`config.mk`:
```
export PLATFORM = sky130hd
export DESIGN_NAME = gpt_timer
export DESIGN_NICKNAME = d
export VERILOG_FILES = /design/src/rtl/gpt_pkg.sv /design/src/rtl/gpt_sync.sv /design/src/rtl/gpt_ctrl.sv /design/src/rtl/gpt_datapath.sv /design/src/rtl/gpt_timer.sv
export SDC_FILE = /design/constraint.sdc
export NUM_CORES = 1
export LEC_CHECK = 0
export BUFFER_PORTS_ARGS = -buffer_cell sky130_fd_sc_hd__buf_2
export CAP_MARGIN = 20
export CORE_UTILIZATION = 45
export DETAILED_ROUTE_END_ITERATION = 7
export PLACE_DENSITY = 0.74
export SLEW_MARGIN = 20
export SYNTH_ARGS = -nofsm -noshare
export SYNTH_HDL_FRONTEND = slang
export SYNTH_SLANG_ARGS = --single-unit
```
`constraint.sdc`:
```
create_clock -name clk -period 2.27 [get_ports clk]
set_input_delay 0.1135 -clock clk [delete_from_list [all_inputs] [get_ports clk]]
set_output_delay 0.1135 -clock clk [all_outputs]
set_load 0.03 [all_outputs]
```
`src/rtl/gpt_pkg.sv`:
```
package gpt_pkg;
  localparam int REG_W  = 16;
  localparam int PRE_W  = 8;
  localparam int ADDR_W = 3;

  localparam logic [ADDR_W-1:0] ADR_MODE = 3'd0;
  localparam logic [ADDR_W-1:0] ADR_REF  = 3'd1;
  localparam logic [ADDR_W-1:0] ADR_CNT  = 3'd2;
  localparam logic [ADDR_W-1:0] ADR_CAP  = 3'd3;
  localparam logic [ADDR_W-1:0] ADR_EVT  = 3'd4;

  typedef enum logic [1:0] {
    SRC_CASCADE = 2'b00,
    SRC_BUS     = 2'b01,
    SRC_BUSDIV  = 2'b10,
    SRC_PIN     = 2'b11
  } srcSel_e;

  typedef struct packed {
    logic [PRE_W-1:0] prescale;   // [15:8]
    logic             refIrqEn;   // [7]
    logic             outToggle;  // [6]
    logic             restart;    // [5]
    logic             gateEn;     // [4]
    logic [1:0]       capEdge;    // [3:2]
    srcSel_e          clkSel;     // [1:0]
  } mode_t;

  typedef struct packed {
    logic srcTick;
    logic countTick;
    logic capture;
  } strobe_t;
endpackage

```
`src/rtl/gpt_sync.sv`:
```
module gpt_sync #(
  parameter int   STAGES    = 2,
  parameter logic RESET_VAL = 1'b0
) (
  input  logic clk,
  input  logic rstN,
  input  logic din,
  output logic dout
);
  logic [STAGES-1:0] chain;

  always_ff @(posedge clk or negedge rstN) begin
    if (!rstN) chain <= {STAGES{RESET_VAL}};
    else       chain <= {chain[STAGES-2:0], din};
  end

  assign dout = chain[STAGES-1];
endmodule

```
`src/rtl/gpt_ctrl.sv`:
```
module gpt_ctrl
  import gpt_pkg::*;
#(
  parameter int BUS_DIV     = 16,
  parameter bit HAS_CASCADE = 1'b1,
  parameter int SYNC_STAGES = 2
) (
  input  logic    clk,
  input  logic    rstN,
  input  mode_t   mode,
  input  logic    modeWr,
  input  logic    tinPin,
  input  logic    gatePin,
  input  logic    cascadeTick,
  output strobe_t stb
);
  localparam int DIV_W = (BUS_DIV > 1) ? $clog2(BUS_DIV) : 1;
  localparam logic [DIV_W-1:0] DIV_LAST = DIV_W'(BUS_DIV - 1);

  logic tinSync, tinPrev, gateSync;
  logic tinRise, tinFall;
  logic cascSrc, busDivTick, srcTick, running, preDone;
  logic [DIV_W-1:0] divCnt;
  logic [PRE_W-1:0] preCnt;

  gpt_sync #(.STAGES(SYNC_STAGES), .RESET_VAL(1'b0)) tinSync_i (
    .clk(clk), .rstN(rstN), .din(tinPin), .dout(tinSync)
  );
  gpt_sync #(.STAGES(SYNC_STAGES), .RESET_VAL(1'b0)) gateSync_i (
    .clk(clk), .rstN(rstN), .din(gatePin), .dout(gateSync)
  );

  always_ff @(posedge clk or negedge rstN) begin
    if (!rstN) tinPrev <= 1'b0;
    else       tinPrev <= tinSync;
  end

  assign tinRise = tinSync & ~tinPrev;
  assign tinFall = ~tinSync & tinPrev;

  generate
    if (HAS_CASCADE) begin : g_casc
      assign cascSrc = cascadeTick;
    end else begin : g_noCasc
      assign cascSrc = 1'b0;
    end
  endgenerate

  always_ff @(posedge clk or negedge rstN) begin
    if (!rstN)                 divCnt <= '0;
    else if (divCnt == DIV_LAST) divCnt <= '0;
    else                       divCnt <= divCnt + 1'b1;
  end
  assign busDivTick = (divCnt == DIV_LAST);

  always_comb begin
    unique case (mode.clkSel)
      SRC_CASCADE: srcTick = cascSrc;
      SRC_BUS:     srcTick = 1'b1;
      SRC_BUSDIV:  srcTick = busDivTick;
      SRC_PIN:     srcTick = tinFall;
      default:     srcTick = 1'b0;
    endcase
  end

  assign running = !(mode.gateEn && gateSync);
  assign preDone = (preCnt == mode.prescale);

  always_ff @(posedge clk or negedge rstN) begin
    if (!rstN)                  preCnt <= '0;
    else if (modeWr)            preCnt <= '0;
    else if (running && srcTick) preCnt <= preDone ? '0 : preCnt + 1'b1;
  end

  always_comb begin
    stb.srcTick   = srcTick;
    stb.countTick = running && srcTick && preDone;
    unique case (mode.capEdge)
      2'b01:   stb.capture = tinRise;
      2'b10:   stb.capture = tinFall;
      2'b11:   stb.capture = tinRise | tinFall;
      default: stb.capture = 1'b0;
    endcase
  end

  AST_PRE_BOUND: assert property (@(posedge clk) disable iff (!rstN)
    preCnt <= mode.prescale);
  AST_GATE_BLOCK: assert property (@(posedge clk) disable iff (!rstN)
    (mode.gateEn && gateSync) |-> !stb.countTick);
  AST_CAP_OFF: assert property (@(posedge clk) disable iff (!rstN)
    (mode.capEdge == 2'b00) |-> !stb.capture);
endmodule

```
`src/rtl/gpt_datapath.sv`:
```
module gpt_datapath
  import gpt_pkg::*;
(
  input  logic              clk,
  input  logic              rstN,
  input  strobe_t           stb,
  input  logic              wrEn,
  input  logic [ADDR_W-1:0] wrAddr,
  input  logic [REG_W-1:0]  wrData,
  input  logic [ADDR_W-1:0] rdAddr,
  output logic [REG_W-1:0]  rdData,
  output mode_t             mode,
  output logic              modeWr,
  output logic              toutN,
  output logic              irq
);
  logic [REG_W-1:0] refReg, cntReg, capReg, cntNext;
  logic refFlag, capFlag, refHit;
  logic refWr, cntWr, evtWr;

  assign modeWr = wrEn && (wrAddr == ADR_MODE);
  assign refWr  = wrEn && (wrAddr == ADR_REF);
  assign cntWr  = wrEn && (wrAddr == ADR_CNT);
  assign evtWr  = wrEn && (wrAddr == ADR_EVT);

  assign cntNext = cntReg + 1'b1;
  assign refHit  = stb.countTick && (cntNext == refReg);

  always_ff @(posedge clk or negedge rstN) begin
    if (!rstN) begin
      mode   <= '0;
      refReg <= '0;
    end else begin
      if (modeWr) mode   <= mode_t'(wrData);
      if (refWr)  refReg <= wrData;
    end
  end

  always_ff @(posedge clk or negedge rstN) begin
    if (!rstN)              cntReg <= '0;
    else if (cntWr)         cntReg <= wrData;
    else if (stb.countTick) cntReg <= (refHit && mode.restart) ? '0 : cntNext;
  end

  always_ff @(posedge clk or negedge rstN) begin
    if (!rstN)            capReg <= '0;
    else if (stb.capture) capReg <= cntReg;
  end

  always_ff @(posedge clk or negedge rstN) begin
    if (!rstN) begin
      refFlag <= 1'b0;
      capFlag <= 1'b0;
    end else begin
      if (refHit)                     refFlag <= 1'b1;
      else if (evtWr && wrData[0])    refFlag <= 1'b0;
      if (stb.capture)                capFlag <= 1'b1;
      else if (evtWr && wrData[1])    capFlag <= 1'b0;
    end
  end

  always_ff @(posedge clk or negedge rstN) begin
    if (!rstN)                               toutN <= 1'b1;
    else if (refHit)                         toutN <= mode.outToggle ? ~toutN : 1'b0;
    else if (!mode.outToggle && stb.srcTick) toutN <= 1'b1;
  end

  assign irq = (refFlag && mode.refIrqEn) || (capFlag && (mode.capEdge != 2'b00));

  always_comb begin
    unique case (rdAddr)
      ADR_MODE: rdData = mode;
      ADR_REF:  rdData = refReg;
      ADR_CNT:  rdData = cntReg;
      ADR_CAP:  rdData = capReg;
      ADR_EVT:  rdData = {{(REG_W-2){1'b0}}, capFlag, refFlag};
      default:  rdData = '0;
    endcase
  end

  AST_CNT_HOLD: assert property (@(posedge clk) disable iff (!rstN)
    (!stb.countTick && !cntWr) |=> $stable(cntReg));
  AST_RESTART_ZERO: assert property (@(posedge clk) disable iff (!rstN)
    (refHit && mode.restart && !cntWr) |=> (cntReg == '0));
  AST_FREE_PAST: assert property (@(posedge clk) disable iff (!rstN)
    (refHit && !mode.restart && !cntWr) |=> (cntReg == $past(refReg)));
  AST_REF_STICKY: assert property (@(posedge clk) disable iff (!rstN)
    (refFlag && !(evtWr && wrData[0])) |=> refFlag);
  AST_TOGGLE: assert property (@(posedge clk) disable iff (!rstN)
    (refHit && mode.outToggle) |=> (toutN != $past(toutN)));
  AST_PULSE_LOW: assert property (@(posedge clk) disable iff (!rstN)
    (refHit && !mode.outToggle) |=> !toutN);
  AST_IRQ_MASK: assert property (@(posedge clk) disable iff (!rstN)
    (!mode.refIrqEn && mode.capEdge == 2'b00) |-> !irq);
endmodule

```
`src/rtl/gpt_timer.sv`:
```
module gpt_timer
  import gpt_pkg::*;
#(
  parameter int BUS_DIV     = 16,
  parameter bit HAS_CASCADE = 1'b1,
  parameter int SYNC_STAGES = 2
) (
  input  logic              clk,
  input  logic              rstN,
  input  logic              wrEn,
  input  logic [ADDR_W-1:0] wrAddr,
  input  logic [REG_W-1:0]  wrData,
  input  logic [ADDR_W-1:0] rdAddr,
  output logic [REG_W-1:0]  rdData,
  input  logic              tinPin,
  input  logic              gatePin,
  input  logic              cascadeTick,
  output logic              toutN,
  output logic              irq
);
  mode_t   mode;
  logic    modeWr;
  strobe_t stb;

  gpt_ctrl #(
    .BUS_DIV(BUS_DIV), .HAS_CASCADE(HAS_CASCADE), .SYNC_STAGES(SYNC_STAGES)
  ) ctrl_i (
    .clk(clk), .rstN(rstN), .mode(mode), .modeWr(modeWr),
    .tinPin(tinPin), .gatePin(gatePin), .cascadeTick(cascadeTick), .stb(stb)
  );

  gpt_datapath dp_i (
    .clk(clk), .rstN(rstN), .stb(stb),
    .wrEn(wrEn), .wrAddr(wrAddr), .wrData(wrData),
    .rdAddr(rdAddr), .rdData(rdData),
    .mode(mode), .modeWr(modeWr), .toutN(toutN), .irq(irq)
  );
endmodule

```
==> results of run 1 <==
==> per-stage QoR <==
stage | setup TNS [ps] | instance area (sq um) | power [mW] | setup WS, ps | hold slack, ps
floorplan | -6.112 | 4976 | 3.269 | -6.112 | -182.1
global placement | -1792 | 5767 | 3.947 | -179.1 | 113.3
detailed placement | -2975 | 5767 | 4.026 | -231.0 | 124.0
CTS | -1780 | 6148 | 5.348 | -136.7 | 0.4669
global route | -3351 | 6216 | 5.663 | -239.1 | 0.6258
finish | -1205 | 6216 | 5.382 | -105.9 | 9.139
==> cell usage in the layout (no fill, tap or decap), types with 3 or more instances in the layout <==
| master | n |
|---|---|
| o21ai_1 | 7 |
| ha_4 | 3 |
| nand3_1 | 17 |
| mux2i_1 | 3 |
| dlygate4sd3_1 | 7 |
| a21oi_1 | 29 |
| nand4_1 | 9 |
| dfrtp_1 | 81 |
| a31oi_1 | 7 |
| nor2_1 | 37 |
| and3_1 | 5 |
| buf_2 | 44 |
| inv_1 | 6 |
| a22oi_1 | 5 |
| or3_1 | 5 |
| buf_6 | 3 |
| buf_4 | 67 |
| xor2_1 | 5 |
| nand2_1 | 30 |
| mux4_2 | 14 |
| o21ai_0 | 13 |
| nor3b_2 | 3 |
| mux2_2 | 49 |
| clkbuf_8 | 9 |
| nand2b_1 | 3 |
| nor2b_1 | 25 |
| nor3b_1 | 4 |
| nor3_1 | 6 |
| xnor2_1 | 23 |
| and2_1 | 3 |
==> critical path, cell delays in order, from the launching register on <==
cell	delay, ps
dfrtp_1	410
buf_6	140
buf_6	100
and4_4	250
nand3_1	120
or3_1	350
a211oi_2	220
nand4_1	200
buf_4	220
a21bo_1	180
a21oi_1	60
==> layer usage <==
layer	share of wire	vias to the layer above
li1	-	1922
met1	0.44	2109
met2	0.49	120
met3	0.055	14
met4	0.014	0
met5	0	-
==> flip-flops by register name (all words and copies together) (netlist names) <==
signal / cells
ctrl_i.tinSync_i.chain: 2
dp_i.mode: 16
dp_i.capReg: 16
dp_i.cntReg: 16
dp_i.refFlag: 1
dp_i.capFlag: 1
dp_i.toutN: 1
ctrl_i.divCnt: 4
ctrl_i.preCnt: 8
dp_i.refReg: 16
ctrl_i.tinPrev: 1
ctrl_i.gateSync_i.chain: 2
==> how the worst max path moves through the flow <==
stage                           from              to  slack [ps]  cells past startpoint
floorplan           ctrl_i.divCnt[0]  dp_i.cntReg[6]          -6                      9
global placement      dp_i.cntReg[1]      dp_i.toutN        -180                      8
detailed placement    dp_i.cntReg[1]      dp_i.toutN        -230                      8
CTS                   dp_i.cntReg[1]  dp_i.cntReg[3]        -140                     10
global route          dp_i.cntReg[0]      dp_i.toutN        -240                      8
finish                dp_i.cntReg[0]  dp_i.cntReg[3]        -110                     10
==> repair_timing <==
action,4_1_cts,5_1_grt
setup buffers,3,2
endpoints found under the setup margin,20,19
pin swaps,7,6
hold endpoints to repair,42,0
gates resized for setup,15,10
hold buffers,7,0
==> final cells by class <==
type	count	share of cell area
repair buffers	123	0.1395
clock buffers	10	0.02053
clock inverters	5	0.01248
inverters	6	0.003623
well taps	136	0.02738
multi-input cells	354	0.4577
flip-flops and latches	84	0.3388
==> kinds of logic (layout without fill, tap and decap cells) <==
| family | after synthesis | after routing | synth area share |
|---|---|---|---|
| flops | 84 | 84 | 0.4261 |
| xor+xnor | 30 | 30 | 0.05323 |
| mux | 67 | 67 | 0.1848 |
| simple gates | 168 | 168 | 0.1843 |
| buf+inv | 35 | 144 | 0.03016 |
| fa+ha+maj | 5 | 5 | 0.01267 |
| compound gates | 84 | 84 | 0.1087 |
==> power by group through the flow <==
stage               sequential (mW)  clock (mW)  combinational (mW)
floorplan                      1.96           0                1.31
global placement               2.03           0                1.92
detailed placement             2.05           0                1.97
CTS                            2.04        1.18                2.13
global route                   2.09        1.23                2.34
finish                         2.05        1.16                2.17
==> metrics.yaml, run 1 <==
sta:
  skew_ps: 8.893
  timing.slew.headroom: 0.6581
  rsz_0062_raised_after_global_routing: "yes"
  finalCritPeriodShare: 1.047
  hold_viol: 0
  worst_slack_ps: -105.9
  post-route-min-period_ps: 2376
  finalMaxSlewViolations: 0
  setup_violations: 18
  worst_slew_pin_slew_ps: 512.8
  fmaxAchievable_ghz: 0.4209
setup_path:
  setup.reg_to_reg.worst_slack_ps: -110
  rr_endpoint: "dp_i.cntReg[3]"
  worst-endpoint-arrival_ps: 2640
  worst_ep_required_time_ps: 2530
  endpoint_kind: "flop"
  worstSetupPathType: "flop to flop"
  timing.rr.start: "dp_i.cntReg[0]"
  cp-start-kind: "flop"
  reg2reg_depth: 10
  largest_fanout_on_the_critical_path: 5
route:
  detail_route.wirelength_um: 13500
  vias_per_cell: 5.801
  final_antenna_net_count: 0
  vias: 4165
  detail_route.iter0.violations: 273
  drc: 0
  firstDrtPassIters: 5
  detail_route.wl_per_cell_um: 18.81
synthesis:
  synth_top_cells_by_area: "dfrtp_1, mux2_2, mux4_2"
  mappedNetlistNets: 506
  syn_inst: 473
  synth_edf_count: 0
  synth_most_common_cell: "dfrtp_1"
  yosysSeqAreaShare: 0.4261
  ys.warnings.count: 0
  post_synthesis_async_set_or_reset_flop_share: 1.000
  avgSynthCellArea_sq_um: 10.44
  synthTopCellsByCount: "dfrtp_1, mux2_2, nor2_1, a21oi_1, nand2_1"
  yosysUniqueCellTypes: 61
  yosys_most_used_dff: "dfrtp_1"
  post-synth-top-area-cell: "dfrtp_1"
  yosys.area.top_type_share: 0.4208
  cell_area_after_technology_mapping_sq_um: 4936
  synth-seq-cells: 84
floorplan:
  core_area_sq_um: 10460
  start_util: 0.4718
  floorplan.die_area_sq_um: 11390
  pin_count: 46
  chipWidth_um: 106.7
  die_y_um: 106.7
  placementRows: 37
placed_design:
  buffer_ports.inserted: 45
  numPlacedInstances: 691
  place_hpwl_um: 9683
  routabilityCongestion: 0.9278
min_path:
  timing.hold.worst_endpoint: "dp_i.mode[13]"
  cell_depth_of_the_worst_hold_path: 2
  hold_path_startpoint: "wrData[13]"
  holdCritPathClass: "input port to flop"
status:
  run_status: "finished, violations left"
  violations: "setup timing"
power_and_ir_drop:
  clock_power_share: 0.215
  pwr-share-comb: 0.404
  netSwitchingFraction: 0.3468
  p_sw_mw: 1.867
  cellInternalPower_mw: 3.516
  power.density_nw_per_um2: 865.9
  peakVddDrop_v: 0.0004743
  pwr-share-seq: 0.381
  power.leakage_nw: 2.573
clocking:
  cts_tree: "done"
  clock-sinks: 84
  root_buffer: "clkbuf_8"
  clk_transition_reported_paths_ps: 80
  cts_htree_levels: 3
  numCtsBuffers: 9
  clk_latency_ps: 370
  clock_tree.buffer_depth: 2
layout:
  layoutNonFillerInstCount: 718
  antenna_cells: 0
  finalNetCount: 611
  post_route_cells_drive_above_1_share: 0.3900
  syn2layout_area_growth_pct: 25.93
  layout.core_utilization: 0.5941
  footprint_of_the_multi_input_gates_sq_um: 2845
  flip_flop_and_latch_area_sq_um: 2106
  count_of_filler_cells_inserted_in_the_layout: 924
global_route:
  grt_util_all_layers: 0.2501
  grt_max_degree: 49
  antenna_violations_before_repair: 0
  vias_in_the_first_global_route: 4179
  fraction_of_met3_tracks_used_by_global_routing: 0.06383
  global_route_wire_length_before_repair_um: 21730
  met2_usage: 0.4046
  grt_overflow_total: 0
  globalRoute.busiestLayer: "met2"
  use_met1: 0.3321
run:
  timing.max_cap.violations: 0
Note: power is estimated with default switching activity, not from simulation.
==> run 2: changes to the inputs <==
--- a/config.mk
+++ b/config.mk
@@ -9,7 +9,7 @@
 export CAP_MARGIN = 20
 export CORE_UTILIZATION = 45
 export DETAILED_ROUTE_END_ITERATION = 7
-export PLACE_DENSITY = 0.74
+export PLACE_DENSITY = 0.71
 export SLEW_MARGIN = 20
 export SYNTH_ARGS = -nofsm -noshare
 export SYNTH_HDL_FRONTEND = slang
==> constraint.sdc (replaced) <==
create_clock -name clk -period 2.34 [get_ports clk]
set_input_delay 0.117 -clock clk [delete_from_list [all_inputs] [get_ports clk]]
set_output_delay 0.117 -clock clk [all_outputs]
set_load 0.03 [all_outputs]
==> run 2 against run 1 <==
Net effect:
- the run still ends with setup timing left
- flip-flop and latch count unchanged
- non-clock buffer count down 2
- register-to-register slack worse by 30 ps
- maximum frequency down 4.1%
- clock-buffer cell count up 4
- global-route usage about the same
- routed wire length up 6.1%
- cell count down 0.14%
- hold slack better by 4.2 ps
- worst setup slack worse by 31 ps
- first-iteration DRC count up 2.2%
==> metrics.yaml, run 2 (same netlist as run 1, synthesis figures left out) <==
floorplan:
  floorplan.die_area_sq_um: 11390
  pin_count: 46
  core_area_sq_um: 10460
  placementRows: 37
  start_util: 0.4718
  chipWidth_um: 106.7
  die_y_um: 106.7
layout:
  post_route_cells_drive_above_1_share: 0.4303
  layout.core_utilization: 0.6100
  highest_count_cells_in_the_layout_ignoring_fill_and_taps: "dfrtp_1, buf_4, mux2_2"
  mostFrequentLayoutCell: "dfrtp_1"
  count_of_filler_cells_inserted_in_the_layout: 870
  syn2layout_area_growth_pct: 29.30
  finish.instance_area_sq_um: 6382
  finalNetCount: 609
  antenna_cells: 0
route:
  drc: 0
  detail_route.iter0.violations: 279
  firstDrtPassIters: 5
  vias: 4325
  detail_route.wirelength_um: 14320
  detail_route.wl_per_cell_um: 19.98
  final_antenna_net_count: 0
  vias_per_cell: 6.032
sta:
  finalCritPeriodShare: 1.059
  fmaxAchievable_ghz: 0.4037
  post-route-min-period_ps: 2477
  worst_slew_pin_slew_ps: 625.2
  timing.slew.headroom: 0.5832
  finalMaxSlewViolations: 0
  hold_viol: 0
  setup_violations: 17
  hold-worst-slack_ps: 13.35
  worst_slack_ps: -137.3
  rsz_0062_raised_after_global_routing: "yes"
  skew_ps: 11.12
run:
  timing.max_cap.violations: 0
placed_design:
  placed_area_sq_um: 5645
  routabilityCongestion: 0.9487
  place_hpwl_um: 9361
  buffer_ports.inserted: 45
status:
  run_status: "finished, violations left"
  violations: "setup timing"
setup_path:
  largest_fanout_on_the_critical_path: 6
  worst-endpoint-arrival_ps: 2740
  worstSetupPathType: "flop to flop"
  worst_ep_required_time_ps: 2600
  endpoint_kind: "flop"
  cp-start-kind: "flop"
clocking:
  clk_latency_ps: 370
  cts_htree_levels: 3
  clock-sinks: 84
  clock_tree.buffer_depth: 2
  numCtsBuffers: 9
  cts_tree: "done"
  clk_transition_reported_paths_ps: 80
  root_buffer: "clkbuf_8"
min_path:
  holdCritPathClass: "input port to flop"
global_route:
  antenna_violations_before_repair: 0
  grt_overflow_total: 0
  global_route_wire_length_before_repair_um: 21780
  vias_in_the_first_global_route: 4252
  grt_util_all_layers: 0.2503
  grt_max_degree: 45
power_and_ir_drop:
  power.leakage_nw: 2.623
  power.density_nw_per_um2: 846.0
  peakVddDrop_v: 0.0003794
  power.total_mw: 5.400
[run 2: cell types whose count changed in the layout (fill, tap and decap cells not counted), sizes merged]
cell	change
buf	-2
bufinv	-1
clkbuf	+4
clkinv	-1
clkinvlp	-1
[run 2: critical path: stages, from the launching register on]
cell and delay, ps:
dfrtp_2 400, buf_4 140, nand4_4 100, or4_4 580
mux2_4 330, a211oi_2 140, nand4_1 130, buf_6 180
buf_8 140, a21bo_1 170, a21oi_1 60
[run 2: where the power goes]
part / switching [mW] / internal [mW] / total [mW] / leakage [nW]
clock network: 0.524 / 0.552 / 1.08 / 0.101
registers: 0.285 / 1.71 / 1.99 / 0.938
logic: 1.11 / 1.22 / 2.33 / 1.58
[run 2: path summary, 6_finish.rpt]
path	start	end	slack [ps]	cells past startpoint
min	wrData[7]	dp_i.mode[7]	10	2
min reg2reg	ctrl_i.tinSync_i.chain[0]	ctrl_i.tinSync_i.chain[1]	370	0
max in group asynchronous	rstN	dp_i.cntReg[7]	1430	3
max reg2reg	dp_i.cntReg[0]	dp_i.cntReg[4]	-140	10
min in group asynchronous	rstN	ctrl_i.divCnt[3]	270	2
max	dp_i.cntReg[0]	dp_i.cntReg[4]	-140	10
[run 2: layout make-up]
type                            count  area, sq um  share of cell area
Multi-Input combinational cell    354         3013              0.4721
Sequential cell                    84         2110              0.3305
Timing Repair Buffer              121        869.6              0.1362
Tap cell                          136        170.2             0.02666
Clock buffer                       14        162.7             0.02549
Clock inverter                      2        35.03            0.005489
Inverter                            6        22.52            0.003529
[run 2: repair_timing]
| action | CTS | global route |
|---|---|---|
| setup endpoints to repair | 17 | 20 |
| gates resized for setup | 11 | 60 |
| gates cloned | 0 | 1 |
| buffers inserted | 9 | 7 |
| endpoints found under the hold margin | 47 | 0 |
| pin swaps | 8 | 29 |
| hold buffers | 7 | 0 |
[run 2: metrics by stage]
| stage | std cells | setup WS, ps | TNS (ps) |
|---|---|---|---|
| finish | 717 | -137.3 | -1046 |
| global route | 717 | -186.9 | -1964 |
| CTS | 710 | -63.24 | -524.1 |
| detailed placement | 678 | -81.52 | -287.7 |
| global placement | 678 | -32.77 | -32.77 |
| floorplan | 473 | 0.5618 | 0 |
[run 2: routing by layer]
| layer | vias to the layer above | share of wire | GRT usage |
|---|---|---|---|
| met5 | - | 0 | 0 |
| met4 | 0 | 0.031 | 0.1194 |
| met3 | 40 | 0.064 | 0.04195 |
| met2 | 184 | 0.49 | 0.4078 |
| met1 | 2179 | 0.42 | 0.3245 |
| li1 | 1922 | - | - |
==> run 3: changes to the inputs <==
--- a/config.mk
+++ b/config.mk
@@ -5,6 +5,7 @@
 export SDC_FILE = /design/constraint.sdc
 export NUM_CORES = 1
 export LEC_CHECK = 0
+export ABC_AREA = 1
 export BUFFER_PORTS_ARGS = -buffer_cell sky130_fd_sc_hd__buf_2
 export CAP_MARGIN = 20
 export CORE_UTILIZATION = 45
==> run 3 against run 2 <==
Net effect:
- the flow now finishes without violations
- core utilization decreased by 7.2 points
- non-clock buffer count decreased by 58
- flip-flop and latch count stayed put
- synthesized cell count up 45%
- area after synthesis fell by 0.81%
- clock skew shrank 1.6 ps
- maximum frequency is 12% higher
- via count rose by 9.4%
- cell area fell by 12%
- sequential share of layout area grew 4.6 points
- critical path depth up 1
- sequential power up 17%
- critical endpoint is now dp_i.cntReg[11]
==> metrics.yaml, run 3 <==
status:
  run_status: "complete, no violations"
layout:
  flip_flop_and_latch_area_sq_um: 2106
  antenna_cells: 0
  highest_count_cells_in_the_layout_ignoring_fill_and_taps: "nand2_1, inv_1, dfrtp_1"
  mostFrequentLayoutCell: "nand2_1"
  footprint_of_the_multi_input_gates_sq_um: 2402
  layout.core_utilization: 0.5375
  finalNetCount: 774
  syn2layout_area_growth_pct: 14.36
  count_of_filler_cells_inserted_in_the_layout: 1047
  post_route_cells_drive_above_1_share: 0.1369
route:
  firstDrtPassIters: 5
  detail_route.iter0.violations: 370
  detail_route.wl_per_cell_um: 15.53
  vias: 4733
  final_antenna_net_count: 0
  drc: 0
  detail_route.wirelength_um: 13690
  vias_per_cell: 5.372
floorplan:
  chipWidth_um: 106.3
  die_y_um: 106.3
  start_util: 0.4700
  core_area_sq_um: 10420
  floorplan.die_area_sq_um: 11300
  placementRows: 37
  pin_count: 46
power_and_ir_drop:
  power.density_nw_per_um2: 942.3
  pwr-share-comb: 0.379
  pwr-share-seq: 0.440
  power.leakage_nw: 2.811
  cellInternalPower_mw: 3.014
  p_sw_mw: 2.262
  peakVddDrop_v: 0.0004382
  netSwitchingFraction: 0.4287
  power.total_mw: 5.276
  clock_power_share: 0.181
clocking:
  clk_transition_reported_paths_ps: 90
  root_buffer: "clkbuf_8"
  clock-sinks: 84
  cts_tree: "done"
  clock_tree.buffer_depth: 2
  cts_htree_levels: 3
  numCtsBuffers: 9
  clk_latency_ps: 360
setup_path:
  worst_path_slowest_cell: "dfrtp_1"
  endpoint_kind: "flop"
  critical_path.max_stage_delay_ps: 480
  worstSetupPathType: "flop to flop"
  worstPathCellList: "nand2_1 -> nor2_2 -> nand2_1 -> o21ai_1 -> nand2_1 -> nand2_1 -> nand3_1 -> nor3_4 -> nand3_4 -> nand2_1 -> nand2_1"
  worst_ep_required_time_ps: 2590
  crit_family: "simple AND/OR/NAND/NOR gates"
  crit_path_frequent_cell: "nand2_1"
  cp-start-kind: "flop"
  worst-endpoint-arrival_ps: 2470
  largest_fanout_on_the_critical_path: 8
  critical_path_buf_inv_count: 0
global_route:
  antenna_violations_before_repair: 0
  grt_max_degree: 49
  grt_util_all_layers: 0.2542
  global_route_wire_length_before_repair_um: 22150
  grt_overflow_total: 0
  vias_in_the_first_global_route: 4423
sta:
  setup_violations: 0
  timing.slew.headroom: 0.5190
  hold-worst-slack_ps: 66.08
  finalCritPeriodShare: 0.9491
  fmaxAchievable_ghz: 0.4503
  hold_viol: 0
  finalMaxSlewViolations: 0
  worst_slew_pin_slew_ps: 720.8
  post-route-min-period_ps: 2221
  skew_ps: 9.519
synthesis:
  synth_edf_count: 0
  ys.warnings.count: 0
  synth-seq-cells: 84
  synthTopCellsByCount: "nand2_1, inv_1, dfrtp_1, o21ai_0, nor2_1"
  post-synth-top-area-cell: "dfrtp_1"
  synth_top_cells_by_area: "dfrtp_1, nand2_1, o21ai_0"
  syn_inst: 686
  yosysUniqueCellTypes: 38
  yosysSeqAreaShare: 0.4296
  avgSynthCellArea_sq_um: 7.137
  post_synthesis_async_set_or_reset_flop_share: 1.000
  yosys.area.top_type_share: 0.4242
  mappedNetlistNets: 719
  yosys_most_used_dff: "dfrtp_1"
  cell_area_after_technology_mapping_sq_um: 4896
  synth_most_common_cell: "nand2_1"
placed_design:
  buffer_ports.inserted: 45
  place_hpwl_um: 10410
  routabilityCongestion: 0.9441
min_path:
  holdCritPathClass: "input port to flop"
run:
  timing.max_cap.violations: 0
run 3: kinds of logic after synthesis:
logic type	after synthesis	synth area share
compound gates	123	0.1431
xor+xnor	8	0.01431
fa+ha+maj	5	0.01278
buf+inv	118	0.09226
flops	84	0.4296
simple gates	348	0.3080
run 3: timing repair:
action                                  in CTS  in global routing
buffers inserted                             0                  4
endpoints found under the hold margin       48                  0
gates cloned                                 0                  1
endpoints found under the setup margin      12                 18
hold buffers                                 3                  0
gates resized for setup                      2                 11
pin swaps                                    0                  3
run 3: worst min-delay path, stage by stage:
cell and delay (ps):
buf_2 90, inv_1 80, o21ai_0 90
run 3: layout make-up:
type / instances / share of cell area
inverter: 98 / 0.06570
multi-input combinational: 485 / 0.4290
clock inverter: 1 / 0.001341
timing repair buffer: 63 / 0.06838
sequential: 84 / 0.3761
clock buffer: 14 / 0.02905
tap: 136 / 0.03039
run 3: through the flow:
step                std cells  setup WS, ps  setup TNS [ps]  area (sq um)
floorplan                 686         391.3               0          4896
global placement          858         1.342               0          5313
detailed placement        858        -34.55          -123.1          5313
CTS                       876         11.31               0          5523
global route              881       -0.7470         -0.7470          5599
finish                    881         119.2               0          5599
run 3: routing by layer:
layer  part of all wire  track usage  up-vias
li1                   -            -     2331
met1               0.46       0.3572     2196
met2               0.44       0.3984      187
met3              0.088      0.05702       19
met4              0.012      0.05952        0
met5                  0            0        -
run 3: final timing paths:
check                      slack, ps                      start  cells after the start                         to
hold / removal                    70                 wrData[11]                      3            dp_i.refReg[11]
setup / recovery                 120             dp_i.cntReg[2]                     11            dp_i.cntReg[11]
setup reg to reg                 120             dp_i.cntReg[2]                     11            dp_i.cntReg[11]
max in group asynchronous       1390                       rstN                      3            dp_i.refReg[10]
min in group asynchronous        320                       rstN                      2           ctrl_i.divCnt[1]
hold reg to reg                  360  ctrl_i.tinSync_i.chain[0]                      0  ctrl_i.tinSync_i.chain[1]
run 3: power by group through the flow:
stage          combinational, mW  clock (mW)  sequential [mW]
6_report                    2.00       0.954             2.32
5_1_grt                     2.26        1.03             2.37
4_1_cts                     1.91       0.976             2.30
3_5_place_dp                1.89           0             2.33
3_3_place_gp                1.84           0             2.32
2_1_floorplan               1.44           0             2.18
